--- src/rtl/lsq_pkg.sv ---
package lsq_pkg;

    localparam int ADDR_W = 4;
    localparam int DATA_W = 16;
    localparam int TAG_W  = 4;

    typedef logic [ADDR_W-1:0] addr_t;
    typedef logic [DATA_W-1:0] data_t;
    typedef logic [TAG_W-1:0]  tag_t;

    // one buffer slot; loads keep data_ok at 1 for their whole life
    typedef struct packed {
        logic  busy;
        logic  sent;
        logic  data_ok;
        addr_t addr;
        tag_t  qi;
        data_t data;
    } lsq_entry_t;

    // a pair of accesses must stay ordered when they hit the same word
    // and at least one of them writes it
    function automatic logic must_order(input logic a_st, input logic b_st,
                                        input addr_t a_addr, input addr_t b_addr);
        return (a_addr == b_addr) && (a_st || b_st);
    endfunction

endpackage

--- src/rtl/lsq_first_free.sv ---
module lsq_first_free #(
    parameter int N = 4,
    localparam int IW = (N > 1) ? $clog2(N) : 1
) (
    input  logic [N-1:0]  busy,
    output logic          found,
    output logic [IW-1:0] idx
);
    always_comb begin
        found = 1'b0;
        idx   = '0;
        for (int i = N - 1; i >= 0; i--) begin
            if (!busy[i]) begin
                found = 1'b1;
                idx   = IW'(i);
            end
        end
    end
endmodule

--- src/rtl/lsq_order.sv ---
module lsq_order
    import lsq_pkg::*;
#(
    parameter int N = 8,
    localparam int IW = $clog2(N)
) (
    input  logic                clk,
    input  logic                rst,
    input  logic                alloc_en,
    input  logic [IW-1:0]       alloc_idx,
    input  logic                alloc_st,
    input  addr_t               alloc_addr,
    input  logic [N-1:0]        st_vec,
    input  addr_t [N-1:0]       addr_vec,
    input  logic [N-1:0]        busy_vec,
    input  logic [N-1:0]        free_vec,
    input  logic [N-1:0]        ready_vec,
    output logic [N-1:0]        grant_vec
);
    // older[i][j]: entry j was already live when entry i was accepted
    // dep[i][j]  : entry i must wait for entry j to leave
    logic [N-1:0] older [N];
    logic [N-1:0] dep   [N];
    logic [N-1:0] live;
    logic [N-1:0] new_older;
    logic [N-1:0] new_dep;
    logic [N-1:0] elig;

    assign live = busy_vec & ~free_vec;

    always_comb begin
        for (int j = 0; j < N; j++) begin
            new_older[j] = live[j];
            new_dep[j]   = live[j] && must_order(alloc_st, st_vec[j], alloc_addr, addr_vec[j]);
        end
    end

    always_comb begin
        for (int i = 0; i < N; i++) begin
            elig[i] = ready_vec[i] && (dep[i] == '0);
        end
        for (int i = 0; i < N; i++) begin
            grant_vec[i] = elig[i] && ((elig & older[i]) == '0);
        end
    end

    always_ff @(posedge clk) begin
        if (rst) begin
            for (int i = 0; i < N; i++) begin
                older[i] <= '0;
                dep[i]   <= '0;
            end
        end else begin
            for (int i = 0; i < N; i++) begin
                for (int j = 0; j < N; j++) begin
                    if (free_vec[j]) begin
                        older[i][j] <= 1'b0;
                        dep[i][j]   <= 1'b0;
                    end
                end
            end
            if (alloc_en) begin
                older[alloc_idx] <= new_older;
                dep[alloc_idx]   <= new_dep;
            end
        end
    end
endmodule

--- src/rtl/lsq_mem.sv ---
module lsq_mem
    import lsq_pkg::*;
#(
    parameter int DEPTH = 2 ** ADDR_W
) (
    input  logic  clk,
    input  logic  rst,
    input  logic  we,
    input  addr_t waddr,
    input  data_t wdata,
    input  logic  re,
    input  addr_t raddr,
    output data_t rdata
);
    data_t cells [DEPTH];

    always_ff @(posedge clk) begin
        if (rst) begin
            for (int i = 0; i < DEPTH; i++) cells[i] <= '0;
            rdata <= '0;
        end else begin
            if (we) cells[waddr] <= wdata;
            if (re) rdata <= cells[raddr];
        end
    end
endmodule

--- src/rtl/lsq_disamb.sv ---
module lsq_disamb
    import lsq_pkg::*;
#(
    parameter int NUM_LD      = 4,
    parameter int NUM_ST      = 4,
    parameter int LD_TAG_BASE = 8
) (
    input  logic                clk,
    input  logic                rst,
    input  logic                issue_valid,
    input  logic                issue_is_store,
    input  logic [ADDR_W-1:0]   issue_addr,
    input  logic [DATA_W-1:0]   issue_data,
    input  logic                issue_data_ok,
    input  logic [TAG_W-1:0]    issue_src_tag,
    output logic                issue_ready,
    output logic [TAG_W-1:0]    issue_tag,
    input  logic                rb_valid,
    input  logic [TAG_W-1:0]    rb_tag,
    input  logic [DATA_W-1:0]   rb_data,
    output logic                ld_out_valid,
    output logic [TAG_W-1:0]    ld_out_tag,
    output logic [DATA_W-1:0]   ld_out_data
);
    localparam int N   = NUM_LD + NUM_ST;
    localparam int EIW = $clog2(N);
    localparam int LIW = (NUM_LD > 1) ? $clog2(NUM_LD) : 1;
    localparam int SIW = (NUM_ST > 1) ? $clog2(NUM_ST) : 1;
    localparam logic [N-1:0] ST_MASK = {{NUM_ST{1'b1}}, {NUM_LD{1'b0}}};

    lsq_entry_t ent [N];

    logic [N-1:0]   busy_vec;
    logic [N-1:0]   ready_vec;
    logic [N-1:0]   free_vec;
    logic [N-1:0]   grant_vec;
    addr_t [N-1:0]  addr_vec;

    logic           ld_found, st_found;
    logic [LIW-1:0] ld_free_idx;
    logic [SIW-1:0] st_free_idx;
    logic           alloc_en;
    logic [EIW-1:0] alloc_idx;
    logic           cap_now;

    logic           gnt_any;
    logic [EIW-1:0] gnt_idx;
    logic           mem_we, mem_re;
    data_t          mem_rdata;
    logic           rd_v_q;
    logic [EIW-1:0] rd_idx_q;

    // ---------------- slot state as flat vectors ----------------
    always_comb begin
        for (int i = 0; i < N; i++) begin
            busy_vec[i]  = ent[i].busy;
            addr_vec[i]  = ent[i].addr;
            ready_vec[i] = ent[i].busy && !ent[i].sent && ent[i].data_ok;
        end
    end

    // ---------------- allocation ----------------
    lsq_first_free #(.N(NUM_LD)) u_ld_free (
        .busy  (busy_vec[NUM_LD-1:0]),
        .found (ld_found),
        .idx   (ld_free_idx)
    );

    lsq_first_free #(.N(NUM_ST)) u_st_free (
        .busy  (busy_vec[N-1:NUM_LD]),
        .found (st_found),
        .idx   (st_free_idx)
    );

    assign issue_ready = issue_is_store ? st_found : ld_found;
    assign alloc_en    = issue_valid && issue_ready;
    assign alloc_idx   = issue_is_store ? EIW'(NUM_LD + int'(st_free_idx)) : EIW'(ld_free_idx);
    assign issue_tag   = issue_is_store ? '0 : tag_t'(LD_TAG_BASE + int'(ld_free_idx));
    assign cap_now     = rb_valid && (rb_tag == issue_src_tag);

    // ---------------- ordering and selection ----------------
    lsq_order #(.N(N)) u_order (
        .clk        (clk),
        .rst        (rst),
        .alloc_en   (alloc_en),
        .alloc_idx  (alloc_idx),
        .alloc_st   (issue_is_store),
        .alloc_addr (issue_addr),
        .st_vec     (ST_MASK),
        .addr_vec   (addr_vec),
        .busy_vec   (busy_vec),
        .free_vec   (free_vec),
        .ready_vec  (ready_vec),
        .grant_vec  (grant_vec)
    );

    always_comb begin
        gnt_any = 1'b0;
        gnt_idx = '0;
        for (int i = 0; i < N; i++) begin
            if (grant_vec[i]) begin
                gnt_any = 1'b1;
                gnt_idx = EIW'(i);
            end
        end
    end

    assign mem_we = gnt_any && ST_MASK[gnt_idx];
    assign mem_re = gnt_any && !ST_MASK[gnt_idx];

    // stores leave on their write, loads leave on their broadcast
    always_comb begin
        for (int i = 0; i < N; i++) begin
            free_vec[i] = (grant_vec[i] && ST_MASK[i]) ||
                          (rd_v_q && (rd_idx_q == EIW'(i)));
        end
    end

    // ---------------- memory ----------------
    lsq_mem u_mem (
        .clk   (clk),
        .rst   (rst),
        .we    (mem_we),
        .waddr (ent[gnt_idx].addr),
        .wdata (ent[gnt_idx].data),
        .re    (mem_re),
        .raddr (ent[gnt_idx].addr),
        .rdata (mem_rdata)
    );

    assign ld_out_valid = rd_v_q;
    assign ld_out_tag   = tag_t'(LD_TAG_BASE + int'(rd_idx_q));
    assign ld_out_data  = mem_rdata;

    // ---------------- slot updates ----------------
    always_ff @(posedge clk) begin
        if (rst) begin
            for (int i = 0; i < N; i++) ent[i] <= '0;
            rd_v_q   <= 1'b0;
            rd_idx_q <= '0;
        end else begin
            for (int i = 0; i < N; i++) begin
                if (ent[i].busy && !ent[i].data_ok && rb_valid && (rb_tag == ent[i].qi)) begin
                    ent[i].data_ok <= 1'b1;
                    ent[i].data    <= rb_data;
                end
                if (grant_vec[i]) ent[i].sent <= 1'b1;
                if (free_vec[i])  ent[i].busy <= 1'b0;
            end
            if (alloc_en) begin
                ent[alloc_idx].busy    <= 1'b1;
                ent[alloc_idx].sent    <= 1'b0;
                ent[alloc_idx].addr    <= issue_addr;
                ent[alloc_idx].qi      <= issue_src_tag;
                ent[alloc_idx].data_ok <= !issue_is_store || issue_data_ok || cap_now;
                ent[alloc_idx].data    <= issue_data_ok ? issue_data : rb_data;
            end
            rd_v_q   <= mem_re;
            rd_idx_q <= gnt_idx;
        end
    end
endmodule

--- config.mk ---
export PLATFORM = sky130hd
export DESIGN_NAME = lsq_disamb
export DESIGN_NICKNAME = d
export VERILOG_FILES = /design/src/rtl/lsq_pkg.sv /design/src/rtl/lsq_first_free.sv /design/src/rtl/lsq_order.sv /design/src/rtl/lsq_mem.sv /design/src/rtl/lsq_disamb.sv
export SDC_FILE = /design/constraint.sdc
export NUM_CORES = 1
export LEC_CHECK = 0
export ABC_AREA = 1
export BUFFER_PORTS_ARGS = -buffer_cell sky130_fd_sc_hd__clkbuf_2
export CAP_MARGIN = 40
export CORE_ASPECT_RATIO = 0.7
export CORE_UTILIZATION = 55
export DETAILED_ROUTE_END_ITERATION = 8
export GPL_ROUTABILITY_DRIVEN = 1
export HOLD_SLACK_MARGIN = 0.08
export PLACE_DENSITY = 0.74
export RECOVER_POWER = 50
export SLEW_MARGIN = 20
export SYNTH_ARGS = -nofsm -noshare
export SYNTH_HDL_FRONTEND = slang
export SYNTH_SLANG_ARGS = --single-unit
export TNS_END_PERCENT = 20
--- constraint.sdc ---
create_clock -name clk -period 4.1 [get_ports clk]
set_input_delay 0.82 -clock clk [delete_from_list [all_inputs] [get_ports clk]]
set_output_delay 0.82 -clock clk [all_outputs]
set_load 0.02 [all_outputs]
==> results summary, run 1 <==
The checks that failed: capacitance limit, slew limit. In the final layout, the share of cells above drive strength 1 is between 10% and 20%. Global routing used 34.29% of the available tracks. The share of total power consumed by net switching is 24.21%. The hold-fix buffer count after cts is 0. The total length of routed wires is approximately 94000 µm. STA classifies the critical path startpoint as a flip-flop. The final total negative setup slack is 0 ns. The number of DRC violations after detailed-routing iteration 0 came out at 3538.

Across all register-to-register paths, the minimum setup slack is 0.14 ns. The max-slew violation count is 170. The area fraction in compound gates after synthesis is 7.594%.

The largest net degree at the start of global routing came out at between 90 and 100. The worst-margin pin slew is 2.328 ns. Max-cap violations in this run came to 8. The final period utilization is a little over nine tenths.

The flow ran to the end, but the final reports show violations. The count of nets left with antenna violations after detail routing is 0. Setup violations remaining at the end of the flow were counted as 0. The H-tree depth is 2. Synthesis handed over a netlist of roughly 3100 instances.

The floorplan row count came out at 70. The design draws 0.01394 W. The number of flops mapped to enable cells by yosys came out at approximately 580. The clock latency of the later-clocked register in the worst-skew pair came out at 0.63 ns.

The most used flip-flop cell after synthesis is edfxtp_1. The min-delay analysis places its worst path in the category flip-flop to flip-flop. The detailed-route DRC error count came out at 0. The count of unique library cells instantiated by Yosys came out at 55. The worst clock skew is 0.01416 ns.

The maximum single-stage delay on the critical path came out at about 1.7 ns. Input and output buffers added on the ports amount to 73. The signal on the critical path passes through clkbuf_1 -> inv_1 -> nor3_1 -> inv_1 -> o22ai_1 -> inv_1 -> nand3_1 -> inv_1 -> nand3_1 -> clkbuf_1 -> o21ai_0.

Each instance of the synthesized netlist takes up on average around 9.5 µm². After Yosys synthesis, XOR and XNOR cells account for under 10% of the synthesized area. The vias per cell came out at ~6.

Combinational cells account for slightly above 8% of the total power. Leaving out fill and tap cells, the most frequent cell in the layout is nand2_1. In the layout the commonest cells are nand2_1 (834), edfxtp_1 (579), nor2_1 (567), nand3_1 (200), o21ai_0 (142).

The number of global-route vias before repair is 23001. Of all flip-flops after synthesis, the portion carrying an async set or reset was 0%. The routed wire length per instance came out at ~24 µm. The required time at the worst-slack endpoint came out at ~4.4 ns. The sequential share of power is a little over half. For this design the total switching power over the nets is approximately 0.0034 W. In this run the clock root is driven by a clkbuf_16. The maximum fanout count along the critical path came out at 38. The adder and majority cell fraction of the synthesized area came out at 0%. The clock passes through at most 3 buffers.

The initial antenna violation count came out at 1. The number of hold violations in the final report came out at 0. The peak supply drop came out at 0.3345 mV.

The warning count from the yosys run came out at 0. The leakage power summed over all cells came out at approximately 13 nW. The cell area after synthesis came out at between 20000 and 30000 µm².

The data arrival at the endpoint of the critical path came out at 4.28 ns. Measured against its own limit, the worst slew margin works out to -55.19%. Global routing finished with a remaining overflow of 0. The simple-gate share of the synthesized area is approximately a quarter. The first-pass GRT wire length is roughly 140000 µm.

The minimum setup slack after placement came out at approximately 0.14 ns. Among cell families on the critical path, the largest total delay comes from buffers and inverters. The internal cell power came out at between 0.01 and 0.015 W. The slowest cell on the critical path is clkbuf_1. After clock tree synthesis, the clock-pin slew on the worst setup and hold paths is about 0.070 ns.

The area added between synthesis and finish is 12.54%. TritonCTS built the clock tree. Synthesis inferred 620 register bits. The number of buffers inserted during clock tree synthesis came out at approximately 60. The final cell utilization of the core came out at between 60% and 70%. The count of buffering cells on the critical path with inverters included is 6. The number of sinks on the clock net is 620.

By startpoint and endpoint, the worst setup path is classified as flip-flop to flip-flop. In the synthesized netlist, mux cells make up 0% of the area. The final net count came out at 3265. The worst hold slack after final layout is 0.4716 ns. The portion of total power attributed to the clock network came out at ~40%. The overall via count from detail_route came out at roughly 24000.

The minimum clock period after layout is a little under 4 ns. The placer congestion estimate is ~1.0. The number of iterations in the first detailed-routing pass is 6. The highest achievable clock rate came out at 252.5 MHz. The count of boundary I/O pins came out at 76. For this configuration, the core starts out at a cell density of 56.31%. After synthesis, the largest family of logic cells by area is simple AND/OR/NAND/NOR gates. The worst path meets setup with 0.1401 ns of slack. Among the stages of the critical path, the cell type that occurs most often is inv_1. The HPWL after detailed placement came out at between 60000 and 70000 µm.

The endpoint type of the worst setup path is a flip-flop. The floorplan step set the die width to around 280 µm. The power per cell area is around 420 nW/µm². The area inside the core boundary came out at between 50000 and 60000 µm². Measured along the y axis, the die boundary spans slightly below 200 µm. The post-synthesis sequential area ratio is between 60% and 70%. The number of antenna cells inserted came out at 0. The die covers between 50000 and 60000 µm².
==> final cells by class <==
cell class,instances,area [µm²]
inverters,142,546.8
fillers,4351,19310
repair buffers,204,1729
flip-flops and latches,620,18210
well taps,720,900.9
clock inverters,34,322.8
clock buffers,75,1579
multi-input cells,2188,10120
==> kinds of logic (layout without fill, tap and decap cells) <==
logic type,Yosys count,count (layout)
AOI/OAI and AO/OA,374,374
xor gates and xnor gates,36,36
buffers and inverters,343,455
DFF,620,620
other,2,30
and+or+nand+nor,1748,1748
==> synthesized netlist by cell type, types with 18 or more instances <==
cell | number | area share [%]
nand2_1 | 835 | 11
edfxtp_1 | 579 | 59
nor2_1 | 577 | 7.3
nand3_1 | 200 | 3.4
o21ai_0 | 142 | 2.4
o22ai_1 | 124 | 2.6
inv_1 | 123 | 1.6
clkbuf_1 | 93 | 1.2
buf_2 | 64 | 1.1
dfxtp_1 | 41 | 2.8
o21ai_1 | 32 | 0.54
nor3_1 | 30 | 0.51
xnor2_1 | 26 | 0.77
nor2_2 | 23 | 0.48
buf_4 | 21 | 0.53
o221ai_1 | 18 | 0.53
==> sequential cells by signal, indices dropped and copies added, names as in the netlist <==
register / flops
u_mem.cells: 256
ent: 216
u_order.dep: 64
u_order.older: 64
u_mem.rdata: 16
rd_idx_q: 3
ld_out_valid: 1
==> final timing paths <==
| check | startpoint | to | cells past startpoint |
|---|---|---|---|
| min | ent[6][25] | ent[6][25] | 2 |
| min reg2reg | ent[6][25] | ent[6][25] | 2 |
| max | ent[1][26] | ent[0][26] | 11 |
| max reg2reg | ent[1][26] | ent[0][26] | 11 |
==> per-stage QoR <==
step                instances  area (µm²)
finish                   3983       33410
global route             3983       33410
CTS                      3981       33410
detailed placement       3872       31510
global placement         3870       31490
floorplan                3151       29800
==> power groups by stage <==
stage          Clock (W)  Sequential (W)  Combinational [W]
6_report         0.00554         0.00726            0.00115
5_1_grt          0.00577         0.00727            0.00122
4_1_cts          0.00555         0.00725            0.00111
3_5_place_dp           0         0.00738            0.00111
3_3_place_gp           0         0.00737            0.00109
2_1_floorplan          0         0.00735           0.000656
==> worst min-delay path: stages, from the launching register on <==
cell	delay, ns
dfxtp_1	0.30
inv_1	0.06
a21oi_1	0.06
==> routing by layer <==
metal  share of wire, %  GRT usage [%]  vias to the layer above  wire length (µm)
met5              0.014              0                        -                13
met4                2.7          10.06                        2              2521
met3                 15          8.274                      202             14300
met2                 42          49.40                     1744             39520
met1                 40          51.52                    11607             37500
li1                   -              -                    10740                 -
==> timing repair <==
item	in CTS	in global routing
buffers inserted	0	2
resized for setup	0	28
endpoints found under the setup margin	0	287
(Power assumes the default switching activity.)
==> run 2: changes to the inputs <==
--- a/config.mk
+++ b/config.mk
@@ -14,7 +14,7 @@
 export GPL_ROUTABILITY_DRIVEN = 1
 export HOLD_SLACK_MARGIN = 0.08
 export PLACE_DENSITY = 0.74
-export RECOVER_POWER = 50
+export RECOVER_POWER = 25
 export SLEW_MARGIN = 20
 export SYNTH_ARGS = -nofsm -noshare
 export SYNTH_HDL_FRONTEND = slang
==> run 2 against run 1 <==
Compared with the run above:
- the run still ends with capacitance limit, slew limit left
- global-route usage stayed put
- highest routed layer unchanged
- non-clock buffer count stayed put
- worst setup slack worse by 0.030 ns
- via count is 0.32% higher
- largest power group unchanged
- clock-buffer cell count stayed put
==> results summary, run 2 (same netlist as run 1, synthesis figures left out) <==
Including well taps, the total number of placed cells is a little under 4000. Leaving out filler cells and counting taps, the final layout contains around 4000. The count of boundary I/O pins came out at 76. The critical path contains buffers and inverters numbering 6 combined. The number of flip-flops in the largest register is approximately 260. The overall track demand over capacity in global routing is between 30% and 40%. The maximum buffer depth of the clock tree is 3. In the final routed layout, each cell accounts on average for roughly 24 µm. The floorplan row count came out at 70. The worst register-to-register path begins at ent[2][26]. The design draws about 0.014 W. The total of buffers placed on input and output ports came out at 73. The largest register by flop count is u_mem.cells. The worst clock skew came out at about 0.012 ns. The cell type group with the largest total delay on the critical path is simple AND/OR/NAND/NOR gates. Buffers inserted during clock tree synthesis total about 60. The leakage power summed over all cells came out at 13.39 nW. The area added between synthesis and finish came out at 12.60%.

The max-slew violation count was 117. The number of hold violations in the final report came out at 0. The floorplan step set the die height to around 200 µm. At the end of routability-driven placement, the weighted congestion stood at between 1 and 1.5. The critical path starts at ent[2][26]. Once the floorplan was initialized, standard cells occupied 56.31% of the core.

The floorplan die width came out at between 200 and 300 µm. The number of sinks on the clock net came out at a little over 600. TritonCTS built the clock tree. The HPWL after detailed placement came out at a little over 60000 µm. Per report_power, the sequential group accounts for a little over half of the total.

The number of global-route vias before repair is around 23000. The count of nets left with antenna violations after detail routing came out at 0. The clock latency of the later-clocked register in the worst-skew pair came out at roughly 0.63 ns.

The library cell used most frequently in the layout, excluding fill and tap cells, is nand2_1. On the critical path, the stage with the largest delay is an instance of dfxtp_2. In this run the worst hold path is classified as flip-flop to flip-flop. STA classifies the critical path startpoint as a flip-flop. The H-tree depth came out at 2. The initial antenna violation count came out at 1.

In this run, the combinational gates consume 8.3% of the power. The largest registers in the layout are u_mem.cells (256), ent (216). Wires add up to 94170 µm. The total of max-cap violations came out at 3. The root cell of the clock tree is clkbuf_16. The final-report setup violation count came out at 0.

The number of DRC violations after detailed-routing iteration 0 is 3567. The minimum clock period after layout is roughly 4.0 ns. At the worst endpoint, the required time is 4.44 ns. The highest achievable clock rate is approximately 250 MHz.

The power per cell area came out at ~420 nW/µm². After detailed routing, the number of vias per cell comes to about 6.1. For the pin with the worst max-slew slack, the measured transition is approximately 2.3 ns.

The floorplan step defined a core boundary enclosing approximately 53000 µm². The die outline area is 54930 µm². The worst hold slack after final layout came out at around 0.47 ns. The minimum setup slack after placement is approximately 0.14 ns. The most frequent cell on the critical path is nand2_1. IR analysis of the VDD net gives a maximum drop of 0.3385 mV. Cells with a size suffix above 1 make up 11.71% of the layout. The analysis attributes to net switching a power of about 0.0034 W. The worst path meets setup with ~0.11 ns of slack. The flow ran to the end, but the final reports show violations. In this run the register-to-register setup slack is about 0.11 ns. In the routed design, unresolved DRC markers number 0. The total overflow left after global routing is 0. In the layout the commonest cells are nand2_1 (834), edfxtp_1 (579), nor2_1 (567), nand3_1 (200), o21ai_0 (142). The hold-fix buffer count after cts is 0. The worst setup path is captured at a flip-flop. The type of the worst setup path is flip-flop to flip-flop. The number of iterations in the first detailed-routing pass is 6. The first-pass GRT wire length came out at between 100000 and 150000 µm.

The data arrival at the endpoint of the critical path came out at approximately 4.3 ns. The final reports fail on capacitance limit, slew limit. The internal cell power came out at ~0.011 W. Measured against its own limit, the worst slew margin works out to -52.72%. The portion of total power attributed to the clock network came out at 39.8%. At the end of the flow, the number of nets in the layout was 3265. The final period utilization came out at a little over nine tenths. The share of total power consumed by net switching is between 20% and 30%. The number of antenna cells inserted came out at 0. Clock-pin slew was measured on the worst setup and hold paths at roughly 0.07 ns. In this run the most critical hold path is launched from ent[6][25]. Walking the worst path, the cells encountered are nand2_1 -> clkinv_1 -> nand2_1 -> nor2_2 -> nand2_1 -> buf_4 -> o21ai_0 -> nor2_1 -> o2111ai_4 -> nand2_2 -> nand2_4 -> buf_4 -> nand2_1 -> nand3_1 -> nand2_1 -> nand2_1 -> nand2_4 -> inv_4 -> nor3_4 -> buf_12 -> nand2_4 -> nand2_1 -> buf_4. The maximum fanout count along the critical path came out at 12. The maximum single-stage delay on the critical path came out at about 0.35 ns.

Entering global routing, the biggest net connects 97 pins. The overall via count from detail_route came out at 24373.
run 2: cell types whose count changed in the layout (fill, tap and decap cells not counted), sizes merged:
cell and change:
clkbuf -5, buf +5
run 2: routing by layer:
layer / share of wire, % / wire, µm / GRT usage, %
met1: 40 / 38010 / 51.52
met2: 42 / 39800 / 49.40
met3: 15 / 13790 / 8.274
met4: 2.7 / 2545 / 10.06
met5: 0.014 / 13 / 0
run 2: power groups by stage:
stage                     sequential (W)  clock, W  combinational [W]
after floorplan                  0.00735         0           0.000656
after global placement           0.00737         0            0.00109
after detailed placement         0.00738         0            0.00111
after CTS                        0.00725   0.00555            0.00111
after global routing             0.00727   0.00577            0.00122
final                            0.00725   0.00555            0.00115
run 2: worst paths after layout:
check,end,depth (start not counted)
min reg2reg,ent[6][25],2
max,u_mem.cells[1][1],23
max reg2reg,u_mem.cells[1][1],23
min,ent[6][25],2
run 2: final cells by class:
| class | instances | area (µm²) |
|---|---|---|
| inverters | 142 | 546.8 |
| flip-flops and latches | 620 | 18210 |
| well taps | 720 | 900.9 |
| clock buffers | 75 | 1579 |
| multi-input cells | 2188 | 10120 |
| repair buffers | 204 | 1749 |
| clock inverters | 34 | 322.8 |
| fillers | 4349 | 19290 |
run 2: worst register-to-register path, stage by stage (launching register included):
cell,delay (ns)
dfxtp_2,0.35
nand2_1,0.08
clkinv_1,0.11
nand2_1,0.25
nor2_2,0.07
nand2_1,0.10
buf_4,0.15
o21ai_0,0.09
nor2_1,0.24
o2111ai_4,0.25
nand2_2,0.24
nand2_4,0.11
buf_4,0.20
nand2_1,0.07
nand3_1,0.09
nand2_1,0.08
nand2_1,0.08
nand2_4,0.15
inv_4,0.11
nor3_4,0.32
buf_12,0.17
nand2_4,0.05
nand2_1,0.13
buf_4,0.20
run 2: what timing repair did:
| action | CTS | global route |
|---|---|---|
| endpoints found under the setup margin | 0 | 287 |
| resized for setup | 0 | 28 |
| buffers inserted | 0 | 2 |
run 2: per-stage QoR:
step                area, µm²   TNS [ns]  utilization [%]
floorplan               29800          0                -
global placement        31490          0            59.72
detailed placement      31510          0            59.76
CTS                     33410          0            63.37
global route            33430  -0.005485            63.41
finish                  33430          0            63.41
